`config.mk`:
```
export PLATFORM = sky130hd
export DESIGN_NAME = rtcTrimSecond
export DESIGN_NICKNAME = d
export VERILOG_FILES = /design/src/rtl/rtcTrimPkg.sv /design/src/rtl/rtcTrimCtrl.sv /design/src/rtl/rtcTrimDatapath.sv /design/src/rtl/rtcTrimSecond.sv
export SDC_FILE = /design/constraint.sdc
export NUM_CORES = 1
export LEC_CHECK = 0
export BUFFER_PORTS_ARGS = -buffer_cell sky130_fd_sc_hd__buf_2
export CAP_MARGIN = 40
export CELL_PAD_IN_SITES_DETAIL_PLACEMENT = 2
export CELL_PAD_IN_SITES_GLOBAL_PLACEMENT = 2
export CORE_ASPECT_RATIO = 1.1
export CORE_MARGIN = 8
export CORE_UTILIZATION = 25
export CTS_CLUSTER_SIZE = 12
export DETAILED_ROUTE_END_ITERATION = 10
export PLACE_DENSITY = 0.75
export SLEW_MARGIN = 20
export SYNTH_ARGS = -nofsm -noshare
export SYNTH_HDL_FRONTEND = slang
export SYNTH_HIERARCHICAL = 1
export SYNTH_SLANG_ARGS = --single-unit
```
`constraint.sdc`:
```
create_clock -name clk -period 3.5 [get_ports clk]
set_clock_uncertainty 0.2 [all_clocks]
set_input_delay 0.175 -clock clk [delete_from_list [all_inputs] [get_ports clk]]
set_output_delay 0.175 -clock clk [all_outputs]
set_load 0.05 [all_outputs]
```
`src/rtl/rtcTrimPkg.sv`:
```
package rtcTrimPkg;

  // strobes from control to datapath, valid in the boundary cycle or any cycle
  typedef struct packed {
    logic takeSec;      // load staged seconds value at this boundary
    logic restartSub;   // restart sub-second countdown
    logic nominalRate;  // next second uses the untrimmed length
  } rtcStrobe_t;

  localparam int SUB_LOG2 = 8;
  localparam logic [SUB_LOG2-1:0] SUB_MAX = '1;

endpackage

```
`src/rtl/rtcTrimCtrl.sv`:
```
module rtcTrimCtrl
  import rtcTrimPkg::*;
#(
  parameter int NOM_LOG2 = 15,
  parameter int SEC_W    = 32,
  localparam int COARSE_W = NOM_LOG2 + 2,
  localparam int TERM_W   = COARSE_W + 2
) (
  input  logic                clk,
  input  logic                rstN,
  input  logic                sleepMode,
  input  logic                trimWr,
  input  logic [COARSE_W-1:0] trimCoarseWr,
  input  logic [1:0]          trimFineWr,
  input  logic                secWr,
  input  logic [SEC_W-1:0]    secWrData,
  input  logic                subRestart,
  input  logic                atBoundary,
  output rtcStrobe_t          strobe,
  output logic [TERM_W-1:0]   nextTerm,
  output logic [SEC_W-1:0]    pendSec,
  output logic [COARSE_W-1:0] trimCoarse,
  output logic [1:0]          trimFine
);

  localparam logic [COARSE_W-1:0] COARSE_RST = COARSE_W'(1) << (NOM_LOG2 + 1);

  logic                pendTrimValid;
  logic [COARSE_W-1:0] pendCoarse;
  logic [1:0]          pendFine;
  logic                pendSecValid;
  logic [COARSE_W-1:0] activeCoarse;
  logic [1:0]          activeFine;
  logic [COARSE_W-1:0] selCoarse;
  logic [1:0]          selFine;

  // staging of trim writes; a write in the boundary cycle waits for the next one
  always_ff @(posedge clk) begin
    if (!rstN) begin
      pendTrimValid <= 1'b0;
      pendCoarse    <= COARSE_RST;
      pendFine      <= 2'd0;
    end else if (trimWr) begin
      pendTrimValid <= 1'b1;
      pendCoarse    <= trimCoarseWr;
      pendFine      <= trimFineWr;
    end else if (atBoundary) begin
      pendTrimValid <= 1'b0;
    end
  end

  // active trim, changes only at a boundary
  always_ff @(posedge clk) begin
    if (!rstN) begin
      activeCoarse <= COARSE_RST;
      activeFine   <= 2'd0;
    end else if (atBoundary && pendTrimValid) begin
      activeCoarse <= pendCoarse;
      activeFine   <= pendFine;
    end
  end

  // staging of seconds writes
  always_ff @(posedge clk) begin
    if (!rstN) begin
      pendSecValid <= 1'b0;
      pendSec      <= '0;
    end else if (secWr) begin
      pendSecValid <= 1'b1;
      pendSec      <= secWrData;
    end else if (atBoundary) begin
      pendSecValid <= 1'b0;
    end
  end

  // term used for the second that starts at the coming boundary
  always_comb begin
    selCoarse = pendTrimValid ? pendCoarse : activeCoarse;
    selFine   = pendTrimValid ? pendFine   : activeFine;
    nextTerm  = {selCoarse, selFine};
  end

  always_comb begin
    strobe.takeSec     = atBoundary & pendSecValid;
    strobe.restartSub  = subRestart;
    strobe.nominalRate = sleepMode;
  end

  assign trimCoarse = activeCoarse;
  assign trimFine   = activeFine;


  trim_hold_chk: assert property (@(posedge clk) disable iff (!rstN)
    !atBoundary |=> $stable({trimCoarse, trimFine}));


  sleep_keep_chk: assert property (@(posedge clk) disable iff (!rstN)
    (sleepMode && !trimWr && !pendTrimValid) |=> $stable({trimCoarse, trimFine}));

endmodule

```
`src/rtl/rtcTrimDatapath.sv`:
```
module rtcTrimDatapath
  import rtcTrimPkg::*;
#(
  parameter int NOM_LOG2 = 15,
  parameter int SEC_W    = 32,
  localparam int TERM_W  = NOM_LOG2 + 4,
  localparam int CYC_W   = NOM_LOG2 + 2,
  localparam int PRE_W   = NOM_LOG2 - SUB_LOG2
) (
  input  logic                clk,
  input  logic                rstN,
  input  rtcStrobe_t          strobe,
  input  logic [TERM_W-1:0]   nextTerm,
  input  logic [SEC_W-1:0]    pendSec,
  output logic                atBoundary,
  output logic                secPulse,
  output logic [SEC_W-1:0]    secCount,
  output logic [SUB_LOG2-1:0] subSec
);

  localparam logic [CYC_W-1:0] NOM_LAST = CYC_W'((1 << NOM_LOG2) - 1);
  localparam logic [PRE_W-1:0] PRE_LAST = '1;

  logic [2:0]        fracAcc;
  logic [CYC_W-1:0]  cycCnt;
  logic [TERM_W:0]   sumTerm;
  logic [CYC_W-1:0]  nextLen;
  logic [PRE_W-1:0]  preCnt;

  assign atBoundary = (cycCnt == '0);

  // eighths of a cycle carried from second to second
  always_comb begin
    sumTerm = {1'b0, nextTerm} + {{(TERM_W - 2){1'b0}}, fracAcc};
    nextLen = sumTerm[TERM_W:3];
  end

  // period counter and fractional remainder
  always_ff @(posedge clk) begin
    if (!rstN) begin
      cycCnt  <= NOM_LAST;
      fracAcc <= 3'd0;
    end else if (atBoundary) begin
      if (strobe.nominalRate) begin
        cycCnt <= NOM_LAST;
      end else begin
        cycCnt  <= nextLen - CYC_W'(1);
        fracAcc <= sumTerm[2:0];
      end
    end else begin
      cycCnt <= cycCnt - CYC_W'(1);
    end
  end

  // boundary pulse and seconds counter
  always_ff @(posedge clk) begin
    if (!rstN) begin
      secPulse <= 1'b0;
      secCount <= '0;
    end else begin
      secPulse <= atBoundary;
      if (atBoundary) begin
        secCount <= strobe.takeSec ? pendSec : secCount + SEC_W'(1);
      end
    end
  end

  // sub-second countdown at the nominal tick rate
  always_ff @(posedge clk) begin
    if (!rstN) begin
      subSec <= SUB_MAX;
      preCnt <= '0;
    end else if (atBoundary || strobe.restartSub) begin
      subSec <= SUB_MAX;
      preCnt <= '0;
    end else if (preCnt == PRE_LAST) begin
      preCnt <= '0;
      if (subSec != '0) subSec <= subSec - SUB_LOG2'(1);
    end else begin
      preCnt <= preCnt + PRE_W'(1);
    end
  end


  pulse_single_chk: assert property (@(posedge clk) disable iff (!rstN)
    secPulse |=> !secPulse);


  sub_reload_chk: assert property (@(posedge clk) disable iff (!rstN)
    secPulse |-> (subSec == SUB_MAX));


  sub_monotone_chk: assert property (@(posedge clk) disable iff (!rstN)
    (subSec != $past(subSec)) |->
      ((subSec == $past(subSec) - SUB_LOG2'(1)) || (subSec == SUB_MAX)));


  sec_hold_chk: assert property (@(posedge clk) disable iff (!rstN)
    !atBoundary |=> $stable(secCount));

endmodule

```
`src/rtl/rtcTrimSecond.sv`:
```
module rtcTrimSecond
  import rtcTrimPkg::*;
#(
  parameter int NOM_LOG2 = 15,
  parameter int SEC_W    = 32,
  localparam int COARSE_W = NOM_LOG2 + 2,
  localparam int TERM_W   = COARSE_W + 2
) (
  input  logic                clk,
  input  logic                rstN,
  input  logic                sleepMode,
  input  logic                trimWr,
  input  logic [COARSE_W-1:0] trimCoarseWr,
  input  logic [1:0]          trimFineWr,
  input  logic                secWr,
  input  logic [SEC_W-1:0]    secWrData,
  input  logic                subRestart,
  output logic                secPulse,
  output logic [SEC_W-1:0]    secCount,
  output logic [7:0]          subSec,
  output logic [COARSE_W-1:0] trimCoarse,
  output logic [1:0]          trimFine
);

  rtcStrobe_t          strobe;
  logic [TERM_W-1:0]   nextTerm;
  logic [SEC_W-1:0]    pendSec;
  logic                atBoundary;

  rtcTrimCtrl #(.NOM_LOG2(NOM_LOG2), .SEC_W(SEC_W)) uCtrl (
    .clk          (clk),
    .rstN         (rstN),
    .sleepMode    (sleepMode),
    .trimWr       (trimWr),
    .trimCoarseWr (trimCoarseWr),
    .trimFineWr   (trimFineWr),
    .secWr        (secWr),
    .secWrData    (secWrData),
    .subRestart   (subRestart),
    .atBoundary   (atBoundary),
    .strobe       (strobe),
    .nextTerm     (nextTerm),
    .pendSec      (pendSec),
    .trimCoarse   (trimCoarse),
    .trimFine     (trimFine)
  );

  rtcTrimDatapath #(.NOM_LOG2(NOM_LOG2), .SEC_W(SEC_W)) uPath (
    .clk        (clk),
    .rstN       (rstN),
    .strobe     (strobe),
    .nextTerm   (nextTerm),
    .pendSec    (pendSec),
    .atBoundary (atBoundary),
    .secPulse   (secPulse),
    .secCount   (secCount),
    .subSec     (subSec)
  );

endmodule

```
# Yosys cells after proc, flatten, opt, wreduce, memory -nomap -nowiden
# Index checks and enable logic that the tools add are counted.
dict set report op_classes {
  order_cmp 0
  bitwise_logic 3
  mul 0
  n_reduce_logical 10
  muxes 8
  eq_ne 1
  add_sub_neg 6
  n_div 0
  shifts 0
}
# cell n
set ops {}
lappend ops {{17-bit 2-to-1 mux} 3}
lappend ops {{17-bit by 1-bit subtractor with 17-bit output, second input constant} 2}
lappend ops {{32-bit by 1-bit adder with 32-bit output, second input constant} 1}
lappend ops {{32-bit 2-to-1 mux} 1}
lappend ops {{19-bit by 3-bit adder with 20-bit output} 1}
lappend ops {{17-bit logical NOT} 1}
lappend ops {{8-bit nonzero test} 1}
lappend ops {{8-bit by 1-bit subtractor with 8-bit output, second input constant} 1}
lappend ops {{7-bit by 1-bit adder with 7-bit output, second input constant} 1}
lappend ops {{7-bit equality test, second input constant} 1}
lappend ops {{2-bit AND reduction} 2}
lappend ops {{2-bit nonzero test} 2}
lappend ops {{1-bit 2-to-1 mux} 3}
lappend ops {{3-bit OR reduction} 1}
lappend ops {{2-bit 2-to-1 mux} 1}
lappend ops {{1-bit NOT} 2}
lappend ops {{2-bit OR reduction} 1}
lappend ops {{1-bit bitwise AND} 1}
lappend ops {{1-bit logical AND} 1}
lappend ops {{1-bit logical OR} 1}
dict set report word_totals {
  reg_bits 140
  output_inout_bits 60
  mem_bits_ro 0
  latch_bits 0
  n_memories 0
  input_bits 57
  mem_bits_rw 0
}

# Logic depth before layout (Yosys ltp)
# Gate-level depths: netlist (run 1).
dict set report depth {
  word_depth 5
  ltp_mapped 16
}

# Cells and area by module
# The synthesis (run 1) kept the hierarchy.
# mod instances area_each_um2 cells_each seq_area_each_um2
set by_module_without_submodules {}
lappend by_module_without_submodules {rtcTrimDatapath 1 4629.4 603 1361.3}
lappend by_module_without_submodules {rtcTrimCtrl 1 3016.6 283 1441.4}

# Least setup slack after synthesis (run 1)
# OpenSTA, ideal clock, no wires.
dict set report synth_path {
  kind {register to register}
  startpoint {register uCtrl.pendTrimValid}
  endpoint {register uPath.cycCnt[16]}
  required_time_ps 3238
  setup_slack_ps -194
  stages_incl_launch_ff 14
  period_less_slack_ps 3694
  setup_time_ps 62
  arrival_ps 3432
  path_cell_list {dfxtp_1 -> buf_2 -> mux2_2 -> ha_1 -> fa_1 -> a21o_1 -> nand2_1 -> xor2_1 -> ha_1 -> nand4b_2 -> a2111oi_4 -> nand2_2 -> or4_1 -> nand3_1}
}
dict set report synth_between {
  elab_chain_len 5
  word_cells_on_any_way 6
  cone_classes {2 x add/sub; 4 x mux}
}
# element line
set synth_lines {}
lappend synth_lines {{start: declaration} rtcTrimCtrl.sv:28} ;# logic pendTrimValid;
lappend synth_lines {{start signal: assignment} rtcTrimCtrl.sv:40} ;# pendTrimValid <= 1'b0;
lappend synth_lines {{start signal: assignment} rtcTrimCtrl.sv:44} ;# pendTrimValid <= 1'b1;
lappend synth_lines {{start signal: assignment} rtcTrimCtrl.sv:48} ;# pendTrimValid <= 1'b0;
lappend synth_lines {{2-bit 2-to-1 mux} rtcTrimCtrl.sv:79} ;# selFine = pendTrimValid ? pendFine : activeFine;
lappend synth_lines {{named net nextTerm[0]} rtcTrimSecond.sv:26} ;# logic [TERM_W-1:0] nextTerm;
lappend synth_lines {{19-bit by 3-bit adder with 20-bit output} rtcTrimDatapath.sv:34} ;# sumTerm = {1'b0, nextTerm} + {{(TERM_W - 2){1'b0}}, fracAcc};
lappend synth_lines {{17-bit by 1-bit subtractor with 17-bit output} rtcTrimDatapath.sv:47} ;# cycCnt <= nextLen - CYC_W'(1);
lappend synth_lines {{17-bit 2-to-1 mux} rtcTrimDatapath.sv:44} ;# if (strobe.nominalRate) begin
lappend synth_lines {{17-bit 2-to-1 mux} rtcTrimDatapath.sv:43} ;# end else if (atBoundary) begin
lappend synth_lines {{end signal: assignment} rtcTrimDatapath.sv:47}
lappend synth_lines {{end signal: assignment} rtcTrimDatapath.sv:51} ;# cycCnt <= cycCnt - CYC_W'(1);
lappend synth_lines {{end: declaration} rtcTrimDatapath.sv:25} ;# logic [CYC_W-1:0] cycCnt;
# The timed path passes the listed nets, and every way through them passes these cells.
# A chain may end at the register's enable or synchronous reset.

# Final worst setup path (run 1)
dict set report layout_path {
  startpoint {register uCtrl.pendTrimValid}
  endpoint {register uPath.cycCnt[10]}
}
# Same word-level chain as after synthesis.

==> run_results.csv, run 1 <==
group,metric,value,unit
outcome,status,"finished, final reports clean",
global_route,overflow,0,
route,drcViolationCount,0,
timing,rsz0062_at_grt,"true",
route,post_drt_via_cell_ratio,4.93,
clock_tree,cts-buffers-inserted,17,
floorplanning,fp.dieH,199,microns
run,maxCapViolations,0,
yosys,syn_avg_cell_area,8.63,sq um
min_path,hp-class,"in2reg",
yosys,synth_warnings,6,
finish,syn2layout_area_growth,30.5,%
yosys,synth_flop_cell,"dfxtp_1",
critical_path,crit_required,3610,ps
clock_tree,h-tree-depth,4,
pwr,p_sw_share,24.6,%
global_route,grt_pass1_vias,7940,
critical_path,critPathArrivalTime,3530,ps
route,wl_per_cell,18.1,microns
yosys,synth_area_leader_cell,"dfxtp_1",
route,drt_iter0_markers,236,
critical_path,regToRegSetupSlack,80,ps
clock_tree,root_buffer,"clkbuf_16",
pwr,p_leak,0.00390,uW
critical_path,rr_worst_depth,13,
yosys,ys_ff_latch,140,
timing,relSlewSlack,51.0,%
pwr,seq_power_share,42.5,%
yosys,async_flop_share,0,%
critical_path,crit_path_end_kind,"flop",
pwr,p_comb_share,8.8,%
floorplanning,io_pins,117,
finish,final_layout_size_suffix_gt1_share,22.9,%
timing,worst_pin_slew,730,ps
global_route,antenna_found_initial,3,
yosys,synth_cell_types,83,
critical_path,r2r-start,"uCtrl/pendTrimValid",
place,portBuffers,116,
timing,clock.fmax,293,MHz
finish,final_core_util,33.0,%
clock_tree,cts_tree,"built",
yosys,post_synth_instance_area,0.00765,sq mm
finish,regArea,0.00281,sq mm
yosys,synth_seq_area_share,36.7,%
clock_tree,cts.sinks,140,
yosys,syn_nets,953,
clock_tree,clockBufferDepth,2,
route,drt-total-wl,26800,microns
yosys,syn_inst,886,
yosys,synth_edf_count,0,
pwr,clkPwrFrac,48.8,%
timing,fin_tns_setup,0,ps
floorplanning,initial_core_util,25.3,%
pwr,p_int,2960,uW
place,hpwl,18600,microns
floorplanning,fp.dieW,183,microns
finish,fin_nets,1118,
clock_tree,path_clk_slew,60,ps
timing,period_needed,3420,ps
floorplanning,rows,67,
finish,multi_input_comb_area,0.00456,sq mm
global_route,grtUsageTotal,14.7,%
floorplanning,die-area,0.0364,sq mm
critical_path,critical_path.endpoint,"uPath/cycCnt[10]",
critical_path,critPathMaxFanout,4,
timing,final_hold_viol_count,0,
pwr,power_density,393,mW/mm^2
timing,finalCritPeriodShare,97.6,%
floorplanning,coreArea,0.0303,sq mm
route,antenna_left,0,
timing,finalSetupViolCount,0,
finish,fillers,3431,
pwr,peakVddDrop,0.000273,V
critical_path,worstSetupPathType,"reg2reg",
place,gp_congestion,0.769,
global_route,grt_max_degree,78,
critical_path,reg2reg_to,"uPath/cycCnt[10]",
critical_path,critPathLaunch,"uCtrl/pendTrimValid",
critical_path,startpoint_type,"flop",
global_route,grt_pass1_wl,43100,microns
route,dr.pass1.iters,4,
yosys,synth_top_area_share,36.7,%
yosys,synth.area.top_cells,"dfxtp_1 (37%), mux2i_1 (6.9%), nor2b_1 (4.4%)",
pwr,p_sw,967,uW
timing,final-max-slew-violation-count,0,
clock_tree,clock_latency,430,ps
route,vias,7303,
pwr,total_power,3920,uW
[power groups by stage]
stage | registers [uW] | clock network, uW | logic [uW]
finish | 1670 | 1910 | 344
global route | 1670 | 2050 | 379
CTS | 1670 | 1980 | 341
detailed placement | 1700 | 0 | 291
global placement | 1700 | 0 | 277
floorplan | 1690 | 0 | 203
[worst min path at each step]
stage,depth (start not counted),endpoint,from
global placement,3,uCtrl/pendCoarse[16],trimCoarseWr[16]
global route,2,uCtrl/pendSecValid,secWr
finish,2,uCtrl/pendSecValid,secWr
detailed placement,2,uPath/preCnt[4],subRestart
CTS,3,uPath/secCount[25],rstN
floorplan,2,uCtrl/pendCoarse[16],trimCoarseWr[16]
[area by class of cell]
class,instances,area share [%]
well taps,414,5.19
multi-input cells,677,45.7
clock inverters,12,1.62
diodes,2,0.0502
repair buffers,203,14.4
flip-flops and latches,140,28.1
inverters,12,0.451
clock buffers,20,4.48
[cell families (layout without fill, tap and decap cells)]
family | after synthesis | after routing | share of synthesized area, %
AO/OA/AOI/OAI | 177 | 177 | 16.0
XOR/XNOR | 44 | 44 | 5.04
adder cells (fa/ha/maj) | 10 | 10 | 1.73
buffers and inverters | 69 | 247 | 4.53
flip-flops | 140 | 140 | 36.7
multiplexers | 73 | 73 | 9.88
other | 0 | 2 | 0
AND/OR/NAND/NOR | 373 | 373 | 26.1
[through the flow]
| step | cells | hold WS (ps) | cell area [sq um] | setup slack (ps) |
|---|---|---|---|---|
| after global placement | 1386 | 194 | 8680 | 115 |
| after detailed placement | 1388 | 200 | 8720 | 1.66 |
| after floorplan | 886 | 103 | 7650 | 10.4 |
| after global routing | 1480 | 67.5 | 9980 | -35.2 |
| final | 1480 | 72.3 | 9980 | 84.4 |
| after CTS | 1473 | 56.7 | 9870 | 22.0 |
[state kept, by name, indices dropped and copies added, names as in the netlist, 2 cells and up]
signal            flops
uCtrl/pendCoarse     17
uCtrl/pendFine        2
uCtrl/pendSec        32
uCtrl/trimCoarse     17
uCtrl/trimFine        2
uPath/cycCnt         17
uPath/fracAcc         3
uPath/preCnt          7
uPath/secCount       32
uPath/subSec          8
[cells in the final DEF, fill, tap and decap left out, types with 6 or more instances in the layout]
master	n
a21oi_1	46
a22o_1	7
a22oi_1	7
a31oi_1	10
and2_1	7
and3_1	15
buf_2	115
buf_4	29
clkbuf_16	17
dfxtp_1	139
dlygate4sd3_1	53
ha_1	7
inv_1	10
mux2_2	18
mux2i_1	53
nand2_1	84
nand3_1	20
nand4_1	35
nor2_1	74
nor2b_1	54
nor3_1	28
nor4_1	6
o21ai_0	42
o21ai_2	9
or3_1	9
xnor2_1	24
xor2_1	20
[cells in the mapped netlist, drive strengths merged (3+ instances only)]
cell	count
dfxtp	140
nand2	86
nor2	77
nor2b	54
o21ai	54
mux2i	53
a21oi	48
nand4	37
clkbuf	29
nor3	29
buf	28
xnor2	24
mux2	20
nand3	20
xor2	20
and3	15
inv	12
a31oi	10
nor4	10
ha	9
or3	9
and2	8
a22o	7
a22oi	7
o31ai	6
or4	6
a211oi	5
nand4b	5
o221a	5
nor4b	4
o21a	4
a21boi	3
a21o	3
a32o	3
nand2b	3
nand3b	3
o211ai	3
[worst max-delay path, cell delays in order, from the launching register on]
cell	delay (ps)
dfxtp_4	380
mux2_4	310
ha_4	170
fa_2	430
a21o_1	200
nand2_2	80
xor2_1	170
ha_2	240
nand4b_4	110
a2111oi_4	380
buf_4	190
mux2i_1	210
and3_1	180
nor3_1	50
[per-layer routing]
layer  up-vias  global-route usage, %  wire length [microns]
met5         -                      0                     13
met4         2                   4.89                    516
met3        38                   3.36                    930
met2       125                   25.9                  13400
met1      3606                   17.3                  11900
li1       3532                      -                      -
[repair_timing]
action	CTS	global route
endpoints found under the setup margin	2	5
gates cloned	0	0
pin swaps	0	7
setup buffers	0	4
resized for setup	2	12
hold buffers	53	0
hold endpoints to repair	65	0
(Power assumes the default switching activity.)
==> run 2: changes to the inputs <==
--- a/config.mk
+++ b/config.mk
@@ -14,9 +14,8 @@
 export CORE_UTILIZATION = 25
 export CTS_CLUSTER_SIZE = 12
 export DETAILED_ROUTE_END_ITERATION = 10
-export PLACE_DENSITY = 0.75
+export PLACE_DENSITY = 0.74
 export SLEW_MARGIN = 20
 export SYNTH_ARGS = -nofsm -noshare
 export SYNTH_HDL_FRONTEND = slang
-export SYNTH_HIERARCHICAL = 1
 export SYNTH_SLANG_ARGS = --single-unit
==> run 2 against run 1 <==
Net effect:
- final cell count down 5.1%
- critical path type unchanged
- area after synthesis down 2.6%
- via count down 5.5%
- core utilization about the same
- non-clock buffer count down 12
==> run_results.csv, run 2 <==
group,metric,value,unit
outcome,status,"finished, final reports clean",
finish,syn2layout_area_growth,30.6,%
route,drt-total-wl,23900,microns
yosys,syn_nets,916,
finish,final_layout_size_suffix_gt1_share,20.3,%
route,wl_per_cell,17.0,microns
critical_path,critPathArrivalTime,3430,ps
floorplanning,fp.dieW,181,microns
pwr,power_density,394,mW/mm^2
clock_tree,root_buffer,"clkbuf_16",
route,drt_iter0_markers,196,
floorplanning,io_pins,117,
timing,worst_pin_slew,642,ps
floorplanning,die-area,0.0356,sq mm
timing,finalCritPeriodShare,95.8,%
critical_path,critPathLaunch,"uCtrl.pendTrimValid",
yosys,synth_seq_area_share,37.6,%
route,vias,6898,
finish,stdcell_area,0.00973,sq mm
finish,multi_input_comb_area,0.00450,sq mm
timing,clock.fmax,298,MHz
route,post_drt_via_cell_ratio,4.91,
yosys,syn_avg_cell_area,8.76,sq um
global_route,overflow,0,
timing,relSlewSlack,56.0,%
timing,rsz0062_at_grt,"false",
min_path,min_from,"secWr",
place,dp_cells,1315,
finish,fin_nets,1083,
finish,layout_common_cells,"dfxtp_1 (139), buf_2 (115), mux2i_1 (88)",
min_path,whs_path_depth,3,
route,drcViolationCount,0,
clock_tree,cts_tree,"built",
yosys,synth_top_area_share,37.6,%
global_route,grt_pass1_vias,7601,
floorplanning,fp.dieH,197,microns
critical_path,regToRegSetupSlack,150,ps
critical_path,worstSetupPathType,"reg2reg",
yosys,synth_warnings,0,
timing,finalSetupViolCount,0,
pwr,peakVddDrop,0.000245,V
pwr,total_power,3830,uW
critical_path,r2r-start,"uCtrl.pendTrimValid",
clock_tree,path_clk_slew,60,ps
yosys,syn_inst,850,
floorplanning,coreArea,0.0295,sq mm
timing,setup_ws,148,ps
critical_path,reg2reg_to,"uPath.cycCnt[14]",
clock_tree,clock_latency,430,ps
floorplanning,rows,66,
timing,period_needed,3350,ps
place,gp_congestion,0.762,
critical_path,crit_required,3580,ps
finish,regArea,0.00281,sq mm
run,maxCapViolations,0,
place,preCtsSetupSlack,60.4,ps
yosys,ys_top_cells_by_count,"dfxtp_1 (140), mux2i_1 (88), nor2b_1 (74), nor2_1 (60), nand2_1 (59)",
yosys,synth.most_common_cell,"dfxtp_1",
yosys,ys_ff_latch,140,
global_route,antenna_found_initial,1,
critical_path,crit_path_end_kind,"flop",
critical_path,critPathMaxFanout,7,
yosys,async_flop_share,0,%
finish,stdcell_count,1405,
place,hpwl,17200,microns
place,portBuffers,116,
global_route,grt_max_degree,69,
finish,final_common_cell,"dfxtp_1",
yosys,synth.area.top_cells,"dfxtp_1 (38%), mux2i_1 (12%), nor2b_1 (6.2%)",
yosys,synth_cell_types,67,
finish,top_regs,"uCtrl.pendSec x32, uPath.secCount x32",
critical_path,rr_worst_depth,12,
route,antenna_left,0,
place,placed_area,0.00856,sq mm
yosys,post_synth_instance_area,0.00745,sq mm
clock_tree,cts-buffers-inserted,17,
clock_tree,cts.sinks,140,
clock_tree,clockBufferDepth,2,
yosys,synth_edf_count,0,
global_route,grt_pass1_wl,39800,microns
global_route,grtUsageTotal,13.6,%
min_path,min_to,"uCtrl.pendSecValid",
critical_path,startpoint_type,"flop",
min_path,hp-class,"in2reg",
timing,fin_tns_setup,0,ps
yosys,synth_area_leader_cell,"dfxtp_1",
pwr,p_leak,0.00394,uW
finish,fillers,3271,
yosys,synth_flop_cell,"dfxtp_1",
timing,final-max-slew-violation-count,0,
timing,final_hold_viol_count,0,
route,dr.pass1.iters,4,
floorplanning,initial_core_util,25.3,%
clock_tree,h-tree-depth,4,
run 2: cell count changes after synthesis, sizes merged, moves of 9 or more:
cell   change
a21oi     -10
a22oi     +12
and2      +13
buf       -16
mux2      -10
mux2i     +35
nand2     -26
nand3     +11
nand4     -25
nor2      -17
nor2b     +20
o21ai     -18
xnor2      +9
run 2: worst max-delay path by stage:
stage | end | slack (ps)
2_1_floorplan | uPath.cycCnt[8] | -120
3_3_place_gp | uPath.secCount[16] | 170
3_5_place_dp | uPath.cycCnt[14] | 60
4_1_cts | uPath.cycCnt[14] | 40
5_1_grt | uPath.cycCnt[14] | 0.8
6_report | uPath.cycCnt[14] | 150
run 2: critical path: stages (launching register included):
cell       delay, ps
dfxtp_4          380
mux2_4           320
ha_4             160
fa_2             380
a21oi_4          270
nor2_1            90
xor2_1           190
ha_2             240
nand2b_4          80
a2111oi_4        450
o211ai_1         180
xnor2_1          170
a22oi_1           80
run 2: metrics by stage:
stage,hold WS [ps],util (%)
3_3_place_gp,196,28.9
3_5_place_dp,217,29.0
4_1_cts,117,32.9
6_report,130,33.0
2_1_floorplan,52.4,-
5_1_grt,147,33.0
run 2: final cells by class:
class	count	area share (%)
Antenna cell	1	0.0257
Clock buffer	20	4.59
Clock inverter	12	1.45
Inverter	15	0.579
Multi-Input combinational cell	652	46.3
Sequential cell	140	28.9
Tap cell	374	4.81
Timing Repair Buffer	191	13.4
run 2: cell families (layout without fill, tap and decap cells):
kind of cell / count (synthesis) / count (layout) / share of synthesized area [%]
simple gates: 343 / 343 / 24.8
compound gates: 156 / 156 / 14.0
flops: 140 / 140 / 37.6
mux: 98 / 98 / 13.3
buf+inv: 58 / 238 / 3.23
xor+xnor: 46 / 46 / 5.41
fa+ha+maj: 9 / 9 / 1.61
other cells: 0 / 1 / 0
run 2: report_power, final:
part           leakage [uW]  internal, uW  switching (uW)
sequential          0.00114          1630            32.7
combinational       0.00253           186             168
clock              0.000269          1070             739
total               0.00394          2890             939
run 2: per-layer routing:
| metal | share of wire [%] | track usage, % |
|---|---|---|
| met5 | 0 | 0 |
| met4 | 1.4 | 4.29 |
| met3 | 2.9 | 3.04 |
| met2 | 51 | 24.9 |
| met1 | 45 | 15.6 |
run 2: what timing repair did:
action,4_1_cts,5_1_grt
resized for setup,0,3
endpoints found under the hold margin,66,0
hold buffers,54,0
endpoints found under the setup margin,0,22
setup buffers,0,3
==> run 3: changes to the inputs <==
--- a/config.mk
+++ b/config.mk
@@ -11,10 +11,10 @@
 export CELL_PAD_IN_SITES_GLOBAL_PLACEMENT = 2
 export CORE_ASPECT_RATIO = 1.1
 export CORE_MARGIN = 8
-export CORE_UTILIZATION = 25
+export CORE_UTILIZATION = 31
 export CTS_CLUSTER_SIZE = 12
 export DETAILED_ROUTE_END_ITERATION = 10
-export PLACE_DENSITY = 0.74
+export PLACE_DENSITY = 0.87
 export SLEW_MARGIN = 20
 export SYNTH_ARGS = -nofsm -noshare
 export SYNTH_HDL_FRONTEND = slang
==> run 3 against run 2 <==
Net effect:
- sequential share of layout area shrank 0.052 points
- count of clock-buffer cells in the layout grew 3
- setup slack lost 120 ps
- final cell count shrank 4.9%
- maximum frequency shrank 3.4%
- first-iteration DRC count grew 4.6%
- clock power grew 16%
- largest cell class unchanged
==> run_results.csv, run 3 (same netlist as run 2, synthesis figures left out) <==
group,metric,value,unit
clock_tree,clock_latency,430,ps
timing,relSlewSlack,49.2,%
finish,layout_common_cells,"dfxtp_1 (139), buf_2 (115), mux2i_1 (88)",
clock_tree,cts-buffers-inserted,17,
pwr,seq_power_share,40.4,%
global_route,grt_util_met1,19.6,%
clock_tree,clockBufferDepth,2,
finish,final_layout_size_suffix_gt1_share,20.7,%
pwr,power_density,424,mW/mm^2
global_route,grt.busiest_layer,"met2",
timing,final-max-slew-violation-count,0,
critical_path,startpoint_type,"flop",
place,placed_area,0.00845,sq mm
floorplanning,die-area,0.0292,sq mm
finish,fin_nets,1083,
pwr,p_comb_share,8.8,%
outcome,status,"finished, final reports clean",
global_route,met2_usage,33.1,%
timing,setup_ws,29.0,ps
pwr,p_sw,950,uW
pwr,clkPwrFrac,50.9,%
global_route,overflow,0,
critical_path,crit_required,3640,ps
place,portBuffers,116,
route,drt-total-wl,25800,microns
route,drt_iter0_markers,205,
critical_path,crit_path_end_kind,"flop",
timing,worst_pin_slew,762,ps
place,preCtsSetupSlack,87.1,ps
route,wl_per_cell,19.3,microns
critical_path,critPathMaxFanout,7,
global_route,grt_pass1_vias,7833,
clock_tree,cts.sinks,140,
floorplanning,rows,59,
critical_path,worstSetupPathType,"reg2reg",
timing,rsz0062_at_grt,"true",
clock_tree,h-tree-depth,4,
global_route,antenna_found_initial,1,
route,drcViolationCount,0,
clock_tree,root_buffer,"clkbuf_16",
finish,top_regs,"uCtrl.pendSec x32, uPath.secCount x32",
floorplanning,fp.dieW,164,microns
route,antenna_left,0,
pwr,p_int,3190,uW
timing,finalCritPeriodShare,99.2,%
timing,finalSetupViolCount,0,
route,post_drt_via_cell_ratio,5.24,
global_route,grt_pass1_wl,41600,microns
floorplanning,io_pins,117,
finish,final_common_cell,"dfxtp_1",
finish,stdcell_area,0.00974,sq mm
pwr,p_leak,0.00401,uW
timing,final_hold_viol_count,0,
floorplanning,initial_core_util,31.5,%
pwr,peakVddDrop,0.000265,V
global_route,grtUsageMet3,3.32,%
floorplanning,coreArea,0.0236,sq mm
global_route,grt_max_degree,88,
floorplanning,fp.dieH,179,microns
place,gp_congestion,0.812,
place,hpwl,17200,microns
timing,whs,116,ps
run,maxCapViolations,0,
critical_path,critPathArrivalTime,3610,ps
clock_tree,cts_tree,"built",
clock_tree,path_clk_slew,60,ps
timing,period_needed,3470,ps
route,vias,7004,
finish,fillers,2586,
min_path,hp-class,"in2reg",
global_route,grtUsageTotal,17.7,%
pwr,p_sw_share,23.0,%
timing,clock.fmax,288,MHz
route,dr.pass1.iters,6,
finish,syn2layout_area_growth,30.9,%
## run 3: per-layer routing
metal  part of all wire [%]  vias up
met5                      0        -
li1                       -     3377
met1                     42     3476
met2                     53      111
met3                    3.1       40
met4                    2.0        0
## run 3: path summary, 6_finish.rpt
kind / start / slack [ps] / cells past startpoint / end
min reg2reg: uPath.preCnt[0] / 280 / 1 / uPath.preCnt[0]
min: secWr / 120 / 3 / uCtrl.pendSecValid
max reg2reg: uCtrl.pendTrimValid / 30 / 11 / uPath.cycCnt[16]
max: uCtrl.pendTrimValid / 30 / 11 / uPath.cycCnt[16]
## run 3: metrics by stage
stage | utilization [%] | TNS [ps] | power (uW) | std cells
detailed placement | 35.8 | 0 | 2010 | 1244
global route | 41.2 | -457 | 4280 | 1336
global placement | 35.7 | 0 | 1990 | 1243
floorplan | - | -190 | 1910 | 850
finish | 41.2 | 0 | 4130 | 1336
CTS | 40.9 | -8.58 | 4160 | 1330
## run 3: timing repair
action	CTS	global route
endpoints found under the setup margin	3	14
hold buffers	54	0
setup buffers	0	5
pin swaps	1	11
gates resized for setup	0	7
hold endpoints to repair	72	0
## run 3: worst max-delay path, stage by stage (launching register included)
cell and delay, ps:
dfxtp_4 390, mux2_4 320, ha_4 170, fa_2 380, a21oi_4 300, nor4_4 90, nor2_2 220, o211ai_1 240
a2111oi_4 500, nand4_1 190, xor2_1 190, o21ai_1 190
## run 3: cell type report
| type | count | area [sq um] | area share, % |
|---|---|---|---|
| multi-input cells | 652 | 4520 | 46.4 |
| flip-flops and latches | 140 | 2810 | 28.8 |
| repair buffers | 191 | 1290 | 13.3 |
| clock buffers | 23 | 498 | 5.11 |
| well taps | 305 | 382 | 3.92 |
| clock inverters | 9 | 180 | 1.85 |
| inverters | 15 | 56.3 | 0.578 |
| diodes | 1 | 2.50 | 0.0257 |
## run 3: power groups by stage
| stage | clock (uW) | combinational, uW | sequential, uW |
|---|---|---|---|
| final | 2100 | 363 | 1670 |
| after global routing | 2210 | 399 | 1670 |
| after CTS | 2140 | 355 | 1670 |
| after detailed placement | 0 | 303 | 1700 |
| after global placement | 0 | 287 | 1700 |
| after floorplan | 0 | 223 | 1690 |
